===== config.mk =====
export PLATFORM = sky130hd
export DESIGN_NAME = i2c_gpio_expander
export DESIGN_NICKNAME = d
export VERILOG_FILES = /design/src/rtl/gxp_pkg.sv /design/src/rtl/gxp_sync.sv /design/src/rtl/gxp_regfile.sv /design/src/rtl/gxp_link.sv /design/src/rtl/i2c_gpio_expander.sv
export SDC_FILE = /design/constraint.sdc
export NUM_CORES = 1
export LEC_CHECK = 0
export ABC_AREA = 1
export BUFFER_PORTS_ARGS = -buffer_cell sky130_fd_sc_hd__buf_2
export CAP_MARGIN = 20
export CORE_MARGIN = 1.5
export CORE_UTILIZATION = 65
export CTS_BUF_LIST = sky130_fd_sc_hd__clkbuf_2
export CTS_CLUSTER_SIZE = 25
export DETAILED_ROUTE_END_ITERATION = 12
export PLACE_DENSITY = 0.87
export SETUP_SLACK_MARGIN = 0.2
export SLEW_MARGIN = 5
export SYNTH_ARGS = -nofsm -noshare
export SYNTH_HDL_FRONTEND = slang
export SYNTH_SLANG_ARGS = --single-unit

===== constraint.sdc =====
create_clock -name clk -period 3 [get_ports clk]
set_input_delay 0.6 -clock clk [delete_from_list [all_inputs] [get_ports clk]]
set_output_delay 0.6 -clock clk [all_outputs]
set_load 0.03 [all_outputs]

===== src/rtl/gxp_pkg.sv =====
package gxp_pkg;
  localparam int BYTE_W  = 8;
  localparam int NPORTS  = 2;
  localparam int PINS_W  = BYTE_W * NPORTS;
  localparam int IDX_W   = 3;

  typedef enum logic [1:0] {
    K_IN  = 2'd0,
    K_OUT = 2'd1,
    K_POL = 2'd2,
    K_CFG = 2'd3
  } reg_kind_t;

  typedef enum logic [3:0] {
    ST_IDLE,
    ST_ADDR,
    ST_AACK,
    ST_CMD,
    ST_CACK,
    ST_WDAT,
    ST_WACK,
    ST_RDAT,
    ST_RACK,
    ST_SKIP
  } link_state_t;
endpackage


===== src/rtl/gxp_sync.sv =====
module gxp_sync #(
  parameter int           W       = 1,
  parameter int           STAGES  = 2,
  parameter logic [W-1:0] RST_VAL = '0
) (
  input  logic         clk,
  input  logic         rst_n,
  input  logic [W-1:0] d,
  output logic [W-1:0] q
);
  logic [W-1:0] chain [STAGES];

  generate
    for (genvar s = 0; s < STAGES; s++) begin : g_stage
      if (s == 0) begin : g_first
        always_ff @(posedge clk or negedge rst_n)
          if (!rst_n) chain[0] <= RST_VAL;
          else        chain[0] <= d;
      end else begin : g_next
        always_ff @(posedge clk or negedge rst_n)
          if (!rst_n) chain[s] <= RST_VAL;
          else        chain[s] <= chain[s-1];
      end
    end
  endgenerate

  assign q = chain[STAGES-1];
endmodule


===== src/rtl/gxp_regfile.sv =====
module gxp_regfile
  import gxp_pkg::*;
#(
  parameter logic [BYTE_W-1:0] OUT_RST = 8'hFF,
  parameter logic [BYTE_W-1:0] POL_RST = 8'h00,
  parameter logic [BYTE_W-1:0] CFG_RST = 8'hFF
) (
  input  logic              clk,
  input  logic              rst_n,
  input  logic              wr_en,
  input  logic [IDX_W-1:0]  wr_addr,
  input  logic [BYTE_W-1:0] wr_data,
  input  logic [IDX_W-1:0]  rd_addr,
  input  logic [PINS_W-1:0] pin_s,
  output logic [BYTE_W-1:0] rd_data,
  output logic [PINS_W-1:0] pin_oe,
  output logic [PINS_W-1:0] pin_o
);
  logic [BYTE_W-1:0] out_r   [NPORTS];
  logic [BYTE_W-1:0] pol_r   [NPORTS];
  logic [BYTE_W-1:0] cfg_r   [NPORTS];
  logic [BYTE_W-1:0] pin_byte[NPORTS];

  reg_kind_t wr_kind, rd_kind;
  assign wr_kind = reg_kind_t'(wr_addr[2:1]);
  assign rd_kind = reg_kind_t'(rd_addr[2:1]);

  generate
    for (genvar p = 0; p < NPORTS; p++) begin : g_port
      logic hit;
      assign hit = wr_en && (wr_addr[0] == 1'(p));

      always_ff @(posedge clk or negedge rst_n) begin
        if (!rst_n) begin
          out_r[p] <= OUT_RST;
          pol_r[p] <= POL_RST;
          cfg_r[p] <= CFG_RST;
        end else if (hit) begin
          case (wr_kind)
            K_OUT:   out_r[p] <= wr_data;
            K_POL:   pol_r[p] <= wr_data;
            K_CFG:   cfg_r[p] <= wr_data;
            default: ;
          endcase
        end
      end

      assign pin_byte[p]                = pin_s[p*BYTE_W +: BYTE_W];
      assign pin_oe[p*BYTE_W +: BYTE_W] = ~cfg_r[p];
      assign pin_o[p*BYTE_W +: BYTE_W]  = out_r[p];
    end
  endgenerate

  always_comb begin
    case (rd_kind)
      K_IN:    rd_data = pin_byte[rd_addr[0]] ^ pol_r[rd_addr[0]];
      K_OUT:   rd_data = out_r[rd_addr[0]];
      K_POL:   rd_data = pol_r[rd_addr[0]];
      default: rd_data = cfg_r[rd_addr[0]];
    endcase
  end
endmodule


===== src/rtl/gxp_link.sv =====
module gxp_link
  import gxp_pkg::*;
#(
  parameter logic [3:0] ADDR_HI = 4'b0100
) (
  input  logic              clk,
  input  logic              rst_n,
  input  logic              scl_s,
  input  logic              sda_s,
  input  logic [2:0]        strap,
  input  logic [BYTE_W-1:0] rd_data,
  output logic              sda_oe,
  output logic              wr_en,
  output logic [IDX_W-1:0]  ptr,
  output logic [BYTE_W-1:0] wr_data,
  output logic              skip
);
  localparam logic [3:0] FULL = 4'(BYTE_W);

  link_state_t       state;
  logic [3:0]        bitcnt;
  logic [BYTE_W-1:0] shreg;
  logic [BYTE_W-1:0] txbyte;
  logic              rnw;
  logic              scl_q, sda_q;
  logic              start_det, stop_det, rise, fall;
  logic              byte_done;

  assign start_det = scl_s & scl_q & sda_q & ~sda_s;
  assign stop_det  = scl_s & scl_q & ~sda_q & sda_s;
  assign rise      = scl_s & ~scl_q;
  assign fall      = ~scl_s & scl_q;
  assign byte_done = fall && (bitcnt == FULL);

  assign wr_en   = (state == ST_WDAT) && byte_done;
  assign wr_data = shreg;
  assign skip    = (state == ST_SKIP);

  always_ff @(posedge clk or negedge rst_n) begin
    if (!rst_n) begin
      state  <= ST_IDLE;
      bitcnt <= '0;
      shreg  <= '0;
      txbyte <= '0;
      rnw    <= 1'b0;
      ptr    <= '0;
      sda_oe <= 1'b0;
      scl_q  <= 1'b1;
      sda_q  <= 1'b1;
    end else begin
      scl_q <= scl_s;
      sda_q <= sda_s;
      if (start_det) begin
        state  <= ST_ADDR;
        bitcnt <= '0;
        sda_oe <= 1'b0;
      end else if (stop_det) begin
        state  <= ST_IDLE;
        sda_oe <= 1'b0;
      end else begin
        case (state)
          ST_ADDR, ST_CMD, ST_WDAT: begin
            if (rise && bitcnt != FULL) begin
              shreg  <= {shreg[BYTE_W-2:0], sda_s};
              bitcnt <= bitcnt + 4'd1;
            end
            if (byte_done) begin
              case (state)
                ST_ADDR: begin
                  if (shreg[BYTE_W-1:1] == {ADDR_HI, strap}) begin
                    rnw    <= shreg[0];
                    sda_oe <= 1'b1;
                    state  <= ST_AACK;
                  end else begin
                    state  <= ST_SKIP;
                  end
                end
                ST_CMD: begin
                  ptr    <= shreg[IDX_W-1:0];
                  sda_oe <= 1'b1;
                  state  <= ST_CACK;
                end
                default: begin
                  ptr[0] <= ~ptr[0];
                  sda_oe <= 1'b1;
                  state  <= ST_WACK;
                end
              endcase
            end
          end
          ST_AACK: begin
            if (fall) begin
              bitcnt <= '0;
              if (rnw) begin
                txbyte <= rd_data;
                sda_oe <= ~rd_data[BYTE_W-1];
                ptr[0] <= ~ptr[0];
                state  <= ST_RDAT;
              end else begin
                sda_oe <= 1'b0;
                state  <= ST_CMD;
              end
            end
          end
          ST_CACK, ST_WACK: begin
            if (fall) begin
              sda_oe <= 1'b0;
              bitcnt <= '0;
              state  <= ST_WDAT;
            end
          end
          ST_RDAT: begin
            if (rise) bitcnt <= bitcnt + 4'd1;
            if (fall) begin
              if (bitcnt == FULL) begin
                sda_oe <= 1'b0;
                state  <= ST_RACK;
              end else begin
                txbyte <= {txbyte[BYTE_W-2:0], 1'b0};
                sda_oe <= ~txbyte[BYTE_W-2];
              end
            end
          end
          ST_RACK: begin
            if (rise && sda_s) begin
              state <= ST_SKIP;
            end else if (fall) begin
              txbyte <= rd_data;
              sda_oe <= ~rd_data[BYTE_W-1];
              ptr[0] <= ~ptr[0];
              bitcnt <= '0;
              state  <= ST_RDAT;
            end
          end
          default: ;
        endcase
      end
    end
  end
endmodule


===== src/rtl/i2c_gpio_expander.sv =====
module i2c_gpio_expander
  import gxp_pkg::*;
#(
  parameter logic [3:0]        ADDR_HI     = 4'b0100,
  parameter int                SYNC_STAGES = 2,
  parameter logic [BYTE_W-1:0] OUT_RST     = 8'hFF,
  parameter logic [BYTE_W-1:0] POL_RST     = 8'h00,
  parameter logic [BYTE_W-1:0] CFG_RST     = 8'hFF
) (
  input  logic              clk,
  input  logic              rst_n,
  input  logic              scl_i,
  input  logic              sda_i,
  output logic              sda_oe,
  input  logic [2:0]        strap,
  input  logic [PINS_W-1:0] pin_i,
  output logic [PINS_W-1:0] pin_oe,
  output logic [PINS_W-1:0] pin_o
);
  logic              scl_s, sda_s;
  logic [PINS_W-1:0] pin_s;
  logic              wr_en, skip;
  logic [IDX_W-1:0]  ptr;
  logic [BYTE_W-1:0] wr_data, rd_data;

  gxp_sync #(.W(2), .STAGES(SYNC_STAGES), .RST_VAL(2'b11)) u_bus_sync (
    .clk(clk), .rst_n(rst_n), .d({scl_i, sda_i}), .q({scl_s, sda_s})
  );

  gxp_sync #(.W(PINS_W), .STAGES(SYNC_STAGES), .RST_VAL('0)) u_pin_sync (
    .clk(clk), .rst_n(rst_n), .d(pin_i), .q(pin_s)
  );

  gxp_link #(.ADDR_HI(ADDR_HI)) u_link (
    .clk(clk), .rst_n(rst_n), .scl_s(scl_s), .sda_s(sda_s), .strap(strap),
    .rd_data(rd_data), .sda_oe(sda_oe), .wr_en(wr_en), .ptr(ptr),
    .wr_data(wr_data), .skip(skip)
  );

  gxp_regfile #(.OUT_RST(OUT_RST), .POL_RST(POL_RST), .CFG_RST(CFG_RST)) u_regs (
    .clk(clk), .rst_n(rst_n), .wr_en(wr_en), .wr_addr(ptr), .wr_data(wr_data),
    .rd_addr(ptr), .pin_s(pin_s), .rd_data(rd_data), .pin_oe(pin_oe), .pin_o(pin_o)
  );
endmodule


==> qor.yml, run 1 <==
critical_path:
  start_kind: "flip-flop"
  worst-path-buf-inv: 2
  endpoint_kind: "output port"
  crit_family: "flip-flops"
  crit_type: "flip-flop to output port"
  arrival_ns: 1.50
  slowest_delay_ns: 0.58
  r2r-start: "u_link.state[3]$_DFFE_PN0P_"
  crit_chain: "inv_1 > buf_2"
  r2r_setup_slack_ns: 1.03
  r2r-end: "u_link.bitcnt[0]$_DFFE_PN0P_"
  cp.depth: 2
  reg2reg_depth: 8
  required_ns: 2.40
  slowest_stage: "dfstp_2"
  cp_max_fo: 2
clocking:
  h-tree-depth: 4
  cts_sinks: 114
  clk_latency_ns: 0.69
  cts_tree: "done"
  postCtsSetupBuffers: 0
  numCtsBuffers: 17
  clk_pin_slew_worst_paths_ns: 0.21
  cts_root_buffer: "clkbuf_2"
  clockBufferDepth: 2
placement:
  pre_cts_ws_ns: 1.091
  placed_cells: 789
  portBuffers: 55
  dp_hpwl_mm: 9.215
  dpl_cell_area_um2: 5752
  place_congestion: 0.9530
pwr:
  p_per_area_nw_per_um2: 727.6
  p_clk_frac: 0.225
  p_leak_nw: 2.945
  total_power_mw: 4.494
  switchingPower_mw: 1.994
  seqPwrFrac: 0.408
  sw_frac_of_total: 0.4438
  peakVddDrop_uv: 604.1
  internal_power_mw: 2.499
  combPwrFrac: 0.367
timing:
  period_share: 0.7015
  maxSlewViolCount: 0
  relSlewSlack: 0.5704
  rsz0062_at_grt: "no"
  hold_viol_final: 0
  fin_skew_ns: 0.03247
  min_period_ns: 2.104
  setup_tns_ns: 0
  setup_slack_ns: 0.8956
  finalSetupViolations: 0
  max_slew.worst_pin.slew_ns: 0.6444
  fin_hold_ws_ns: 0.3387
  fmax_mhz: 475.2
hold_path:
  hp-start: "strap[1]"
  hold_depth: 6
  hold_path_end: "u_link.rnw$_DFFE_PN0P_"
  hold_path.class: "primary input to flip-flop"
layout:
  regArea_um2: 2900
  n_antenna_cell: 0
  drive_above_1_share: 0.2408
  layout_commonest_cell: "nand2_1"
  multi_input_area_um2: 2133
  final_cell_mix: "nand2_1, dfrtp_1, inv_1, buf_2, nor2_1"
  stdcell_area_um2: 6176
  finalNonFillerCells: 840
  synthToLayoutAreaGrowth_pct: 13.50
  num-fill-cells: 600
  nets: 747
  fin_util: 0.7554
global_route:
  grt_max_degree: 67
  antenna_found_initial: 0
  grt_pass1_wl_mm: 21.62
  grt_overflow_total: 0
  track_usage: 0.3275
  grt_pass1_vias: 4395
route:
  post_drt_wl_per_cell_um: 16.15
  antenna_left: 0
  firstDrtPassIters: 7
  drt_iter0_drc: 354
  viasPerCell: 5.680
  vias: 4771
  drc: 0
  totalWireLength_mm: 13.57
floorplan:
  fp.dieH_um: 94.50
  ios: 56
  core_area_um2: 8175
  start_util: 0.6656
  num_rows: 33
  die-area_um2: 8929
  die_x_um: 94.50
logic_synthesis:
  synth_area_per_cell_um2: 8.449
  syn-instance-count: 644
  yosysWarnings: 0
  netlist-cell-type-count: 34
  ys_seq_elements: 114
  syn_area_um2: 5441
  synth_nets: 669
  synth-seq-area-share: 0.5330
run:
  drv_cap: 0
status:
  status: "completed"
## power by group through the flow
| stage | Combinational [mW] | Sequential [mW] | Clock (mW) |
|---|---|---|---|
| global placement | 1.54 | 1.85 | 0 |
| finish | 1.65 | 1.83 | 1.01 |
| CTS | 1.62 | 1.83 | 1.02 |
| detailed placement | 1.59 | 1.86 | 0 |
| global route | 1.82 | 1.85 | 1.10 |
| floorplan | 1.17 | 1.84 | 0 |
## worst max path at each step
stage	start	to	slack, ns
finish	u_regs.cfg_r[5]$_DFFE_PN1P_	pin_oe[13]	0.90
global route	u_regs.pin_o[3]$_DFFE_PN1P_	pin_o[3]	0.80
CTS	u_regs.cfg_r[5]$_DFFE_PN1P_	pin_oe[13]	0.87
detailed placement	u_link.state[3]$_DFFE_PN0P_	u_link.bitcnt[0]$_DFFE_PN0P_	1.09
global placement	u_link.state[3]$_DFFE_PN0P_	u_link.bitcnt[0]$_DFFE_PN0P_	1.16
floorplan	u_link.bitcnt[0]$_DFFE_PN0P_	u_regs.pol_r[5]$_DFFE_PN0P_	1.37
## synthesized netlist by cell type (all sizes together)
cell type,n,area [um^2]
nand2,198,770.7
o21ai,85,455.4
dfrtp,76,1902
inv,75,281.5
nor2,62,286.5
nand3,49,325.3
dfstp,38,998.5
nand4,16,100.1
buf,15,118.9
a21oi,10,53.80
or2,5,31.28
o22ai,3,18.77
clkbuf,2,7.510
ha,2,25.02
a21boi,1,7.510
a31oi,1,6.260
nand3b,1,11.26
o2111ai,1,8.760
o211ai,1,7.510
o21a,1,7.510
xnor2,1,8.760
xor2,1,8.760
## cell families after synthesis
logic type | synth area share
buffers and inverters | 0.07496
flip-flops | 0.5330
AO/OA/AOI/OAI | 0.1039
AND/OR/NAND/NOR | 0.2803
adder cells (fa/ha/maj) | 0.004598
XOR/XNOR | 0.003220
## routing by layer
metal	global-route usage	vias up	share of wire
met3	0.06844	31	0.068
met2	0.5318	221	0.50
met4	0.1331	0	0.022
met5	0	-	0
met1	0.4310	2280	0.41
li1	-	2239	-
## worst min-delay path: cells and delay by family
family | cells | cell delay [ns]
AND/OR/NAND/NOR | 4 | 0.26
buffers and inverters | 1 | 0.09
AO/OA/AOI/OAI | 1 | 0.06
## final cells by class
class	instances	area share
Clock buffer	17	0.01378
Clock inverter	15	0.02411
Inverter	75	0.04558
Multi-Input combinational cell	438	0.3454
Sequential cell	114	0.4696
Tap cell	105	0.02127
Timing Repair Buffer	76	0.08023
## flip-flops by register name (all words and copies together) (netlist names)
register and count:
u_link.txbyte 7, u_pin_sync.chain 16, u_link.ptr 3, u_link.sda_oe 1
u_link.bitcnt 4, u_link.rnw 1, u_regs.cfg_r 16, u_link.scl_q 1
u_bus_sync.chain 2, u_link.state 4, u_regs.pin_o 16, u_link.sda_q 1
u_pin_sync.q 16, u_bus_sync.q 2, u_regs.pol_r 16, u_link.wr_data 8
## repair_timing
action | CTS | global route
hold buffers | 18 | 1
resized for setup | 0 | 0
hold endpoints to repair | 41 | 1
Power figures use the tool's default switching activity.
==> inputs of run 2 (changes only) <==
CORE_UTILIZATION = 55   (was 65)
PLACE_DENSITY = 0.78   (was 0.87)
clock period = 1.9 ns   (was 3 ns; I/O delays follow)
==> qor.yml, run 2 (synthesized netlist as in run 1, its figures left out) <==
floorplan:
  core_area_um2: 9684
  ios: 56
  start_util: 0.5619
  die-area_um2: 10500
  num_rows: 36
  die_x_um: 102.5
  fp.dieH_um: 102.5
clocking:
  cts_tree: "done"
  clk_latency_ns: 0.73
  clockBufferDepth: 2
  cts_root_buffer: "clkbuf_2"
  cts_sinks: 114
  clk_pin_slew_worst_paths_ns: 0.21
  h-tree-depth: 4
  numCtsBuffers: 17
timing:
  min_period_ns: 1.881
  relSlewSlack: 0.6136
  rsz0062_at_grt: "yes"
  max_slew.worst_pin.slew_ns: 0.5796
  fmax_mhz: 531.7
  period_share: 0.9899
  fin_skew_ns: 0.03099
  fin_hold_ws_ns: 0.1073
  finalSetupViolations: 0
  setup_slack_ns: 0.01912
  setup_tns_ns: 0
  maxSlewViolCount: 0
  hold_viol_final: 0
status:
  status: "completed"
pwr:
  p_leak_nw: 3.497
  total_power_mw: 7.884
  p_per_area_nw_per_um2: 1048
  peakVddDrop_uv: 619.4
critical_path:
  r2r-start: "u_link.bitcnt[0]$_DFFE_PN0P_"
  endpoint: "pin_oe[5]"
  arrival_ns: 1.50
  required_ns: 1.52
  r2r-end: "u_regs.pol_r[14]$_DFFE_PN0P_"
  crit_type: "flip-flop to output port"
  cp_max_fo: 3
  crit_chain: "inv_2 > buf_6"
  r2r_setup_slack_ns: 0.07
  reg2reg_depth: 10
  slowest_stage: "dfstp_2"
  start_kind: "flip-flop"
  endpoint_kind: "output port"
  startpoint: "u_regs.cfg_r[13]$_DFFE_PN1P_"
  slowest_delay_ns: 0.61
placement:
  dp_hpwl_mm: 9.505
  portBuffers: 55
  place_congestion: 1.004
  pre_cts_ws_ns: 0.07601
layout:
  final_cell_mix: "nand2_1, buf_4, dfrtp_1, inv_1"
  nets: 833
  layout_commonest_cell: "nand2_1"
  synthToLayoutAreaGrowth_pct: 38.31
  drive_above_1_share: 0.4482
  num-fill-cells: 605
  n_antenna_cell: 0
route:
  viasPerCell: 5.656
  drc: 0
  totalWireLength_mm: 16.81
  post_drt_wl_per_cell_um: 17.62
  firstDrtPassIters: 8
  vias: 5396
  antenna_left: 0
  drt_iter0_drc: 493
global_route:
  grt_overflow_total: 0
  grt_pass1_vias: 5059
  grt_max_degree: 45
  track_usage: 0.3097
  grt_pass1_wl_mm: 24.14
  antenna_found_initial: 0
hold_path:
  hold_path.class: "primary input to flip-flop"
run:
  drv_cap: 0
-- run 2: stage by stage --
stage | std cells | utilization | cell area (um^2)
2_1_floorplan | 644 | - | 5441
3_3_place_gp | 838 | 0.6151 | 5957
3_5_place_dp | 838 | 0.6151 | 5957
4_1_cts | 933 | 0.7209 | 6982
5_1_grt | 954 | 0.7771 | 7526
6_report | 954 | 0.7771 | 7526
-- run 2: worst min path at each step --
stage                                   start                      endpoint  depth (start not counted)  slack, ns
5_1_grt                              strap[0]        u_link.rnw$_DFFE_PN0P_                          6       0.12
4_1_cts                              strap[1]        u_link.rnw$_DFFE_PN0P_                          6       0.09
2_1_floorplan                           rst_n  u_link.bitcnt[0]$_DFFE_PN0P_                          0       0.08
6_report                             strap[1]        u_link.rnw$_DFFE_PN0P_                          6       0.11
3_5_place_dp   u_pin_sync.chain[22]$_DFF_PN0_     u_pin_sync.q[6]$_DFF_PN0_                          0       0.33
3_3_place_gp   u_pin_sync.chain[26]$_DFF_PN0_    u_pin_sync.q[10]$_DFF_PN0_                          0       0.33
-- run 2: where the power goes --
group | switching, mW | total [mW] | internal (mW)
clock network | 1.08 | 1.70 | 0.621
registers | 0.215 | 2.91 | 2.70
logic | 2.21 | 3.27 | 1.06
-- run 2: layout make-up --
type	count	area, um^2	share of cell area
Inverter	75	291.5	0.03874
Clock buffer	18	90.09	0.01197
Clock inverter	14	155.1	0.02062
Multi-Input combinational cell	445	2567	0.3411
Tap cell	133	166.4	0.02211
Timing Repair Buffer	155	1350	0.1794
Sequential cell	114	2905	0.3860
-- run 2: layer usage --
metal,vias up,track usage,part of all wire
met5,-,0,0
met4,0,0.1686,0.053
met3,81,0.08755,0.085
met2,318,0.5074,0.48
met1,2577,0.3706,0.38
li1,2420,-,-
-- run 2: critical path: cells and delay by family (launching register included) --
family | cells | cell delay [ns]
buffers and inverters | 2 | 0.17
DFF | 1 | 0.61
-- run 2: repair_timing --
action / CTS / global route
setup endpoints to repair: 91 / 98
gates cloned: 4 / 3
gates resized for setup: 86 / 117
setup buffers: 40 / 18
endpoints found under the hold margin: 53 / 0
hold buffers: 19 / 0
pin swaps: 3 / 32
==> inputs of run 3 (changes only) <==
CELL_PAD_IN_SITES_DETAIL_PLACEMENT = 0   (was unset)
CELL_PAD_IN_SITES_GLOBAL_PLACEMENT = 1   (was unset)
CORE_UTILIZATION = 42   (was 55)
PLACE_DENSITY = 0.79   (was 0.78)
==> qor.yml, run 3 (synthesized netlist as in run 1, its figures left out) <==
timing:
  rsz0062_at_grt: "yes"
  setup_tns_ns: 0
  setup_slack_ns: 0.05630
  fin_skew_ns: 0.02103
  maxSlewViolCount: 0
  relSlewSlack: 0.6627
  max_slew.worst_pin.slew_ns: 0.5060
  hold_viol_final: 0
  fin_hold_ws_ns: 0.1252
  min_period_ns: 1.844
  fmax_mhz: 542.4
  finalSetupViolations: 0
  period_share: 0.9704
pwr:
  seqPwrFrac: 0.387
  internal_power_mw: 4.241
  p_clk_frac: 0.162
  combPwrFrac: 0.451
  sw_frac_of_total: 0.4383
  switchingPower_mw: 3.308
  p_leak_nw: 3.478
  peakVddDrop_uv: 592.9
  p_per_area_nw_per_um2: 1008
critical_path:
  worst-path-buf-inv: 2
  arrival_ns: 1.46
  crit_type: "flip-flop to output port"
  reg2reg_depth: 9
  slowest_stage: "dfstp_2"
  start_kind: "flip-flop"
  r2r-start: "u_link.bitcnt[1]$_DFFE_PN0P_"
  crit_family: "flip-flops"
  slowest_delay_ns: 0.61
  endpoint_kind: "output port"
  r2r_setup_slack_ns: 0.19
  cp_max_fo: 3
  required_ns: 1.52
  crit_chain: "inv_2 > buf_6"
  r2r-end: "u_regs.pin_o[4]$_DFFE_PN1P_"
global_route:
  track_usage: 0.2394
  grt_pass1_wl_mm: 24.14
  grt_overflow_total: 0
  antenna_found_initial: 0
  grt_max_degree: 35
  grt_pass1_vias: 4765
route:
  drt-met1-wl_mm: 7.237
  dr_wl_met2_mm: 7.564
  vias: 5036
  wl_met3_um: 884
  routed.top_layer: "met4"
  drt_iter0_drc: 494
  firstDrtPassIters: 5
  drc: 0
  antenna_left: 0
  post_drt_wl_per_cell_um: 16.23
  viasPerCell: 5.102
  totalWireLength_mm: 16.02
floorplan:
  num_rows: 41
  ios: 56
  core_area_um2: 12620
  start_util: 0.4312
  die-area_um2: 13650
  die_x_um: 116.8
  fp.dieH_um: 116.8
hold_path:
  hold_path_end: "u_link.rnw$_DFFE_PN0P_"
  hp-start: "strap[0]"
  hold_depth: 6
  hold_path.class: "primary input to flip-flop"
placement:
  portBuffers: 55
  dp_hpwl_mm: 10.01
  pre_cts_ws_ns: 0.05592
  place_congestion: 0.8952
clocking:
  clockBufferDepth: 2
  clk_latency_ns: 0.68
  clk_pin_slew_worst_paths_ns: 0.16
  numCtsBuffers: 17
  cts_sinks: 114
  cts_tree: "done"
  h-tree-depth: 4
  cts_root_buffer: "clkbuf_2"
layout:
  synthToLayoutAreaGrowth_pct: 37.57
  nets: 827
  final_cell_mix: "nand2_1, dfrtp_1, buf_4, inv_1"
  n_antenna_cell: 0
  num-fill-cells: 1126
  drive_above_1_share: 0.4282
  layout_commonest_cell: "nand2_1"
run:
  drv_cap: 0
status:
  status: "completed"
## run 3: cell types whose count changed in the layout (fill, tap and decap cells not counted), moves of 3 or more
cell,change
clkbuf_2,+5
clkinvlp_4,-5
buf_4,-10
clkinv_1,+3
clkinv_4,-3
o21ai_1,+5
o21ai_2,-6
nand2_1,+3
clkinv_2,+4
buf_12,+3
## run 3: final cells by class
type                    instances  area, um^2  share of cell area
multi-input cells             445        2546              0.3401
clock buffers                  23       115.1             0.01538
repair buffers                149        1370              0.1830
flip-flops and latches        114        2905              0.3881
well taps                     172       215.2             0.02875
inverters                      75       290.3             0.03878
clock inverters                 9       43.79            0.005850
## run 3: power groups by stage
stage	Sequential [mW]	Clock (mW)	Combinational [mW]
2_1_floorplan	2.90	0	1.85
3_3_place_gp	2.93	0	2.70
3_5_place_dp	2.94	0	2.72
4_1_cts	2.89	1.27	2.88
5_1_grt	2.96	1.41	3.76
6_report	2.92	1.22	3.40
## run 3: per-layer routing
| metal | vias up | GRT usage |
|---|---|---|
| li1 | 2421 | - |
| met1 | 2413 | 0.3286 |
| met2 | 176 | 0.3727 |
| met3 | 26 | 0.05870 |
| met4 | 0 | 0.08353 |
| met5 | - | 0 |
## run 3: worst max-delay path by stage
stage                                      start                          end  slack (ns)  cells after the start
finish               u_regs.cfg_r[7]$_DFFE_PN1P_                   pin_oe[15]        0.06                      2
global route         u_regs.cfg_r[7]$_DFFE_PN1P_                   pin_oe[15]       -0.08                      2
CTS                  u_regs.cfg_r[7]$_DFFE_PN1P_                   pin_oe[15]      0.0005                      2
detailed placement  u_link.bitcnt[0]$_DFFE_PN0P_  u_regs.pin_o[7]$_DFFE_PN1P_        0.06                      8
global placement    u_link.bitcnt[0]$_DFFE_PN0P_  u_regs.pin_o[0]$_DFFE_PN1P_        0.09                      9
floorplan           u_link.bitcnt[0]$_DFFE_PN0P_  u_regs.pol_r[6]$_DFFE_PN0P_        0.27                     10
## run 3: per-stage QoR
stage	utilization	area (um^2)	std cells	power (mW)
2_1_floorplan	-	5441	644	4.756
3_3_place_gp	0.4767	6016	875	5.633
3_5_place_dp	0.4767	6016	875	5.662
4_1_cts	0.5490	6928	964	7.037
5_1_grt	0.5932	7486	987	8.125
6_report	0.5932	7486	987	7.549
## run 3: what timing repair did
action                     in CTS  in global routing
hold buffers                   19                  0
gates cloned                    4                  5
setup endpoints to repair      89                100
setup buffers                  34                 18
pin swaps                       7                 31
hold endpoints to repair       69                  0
resized for setup              93                 99
## run 3: tightest hold or removal path: cells and delay by family
kind / cells / cell delay (ns)
buf+inv: 1 / 0.09
compound gates: 1 / 0.07
simple gates: 4 / 0.23
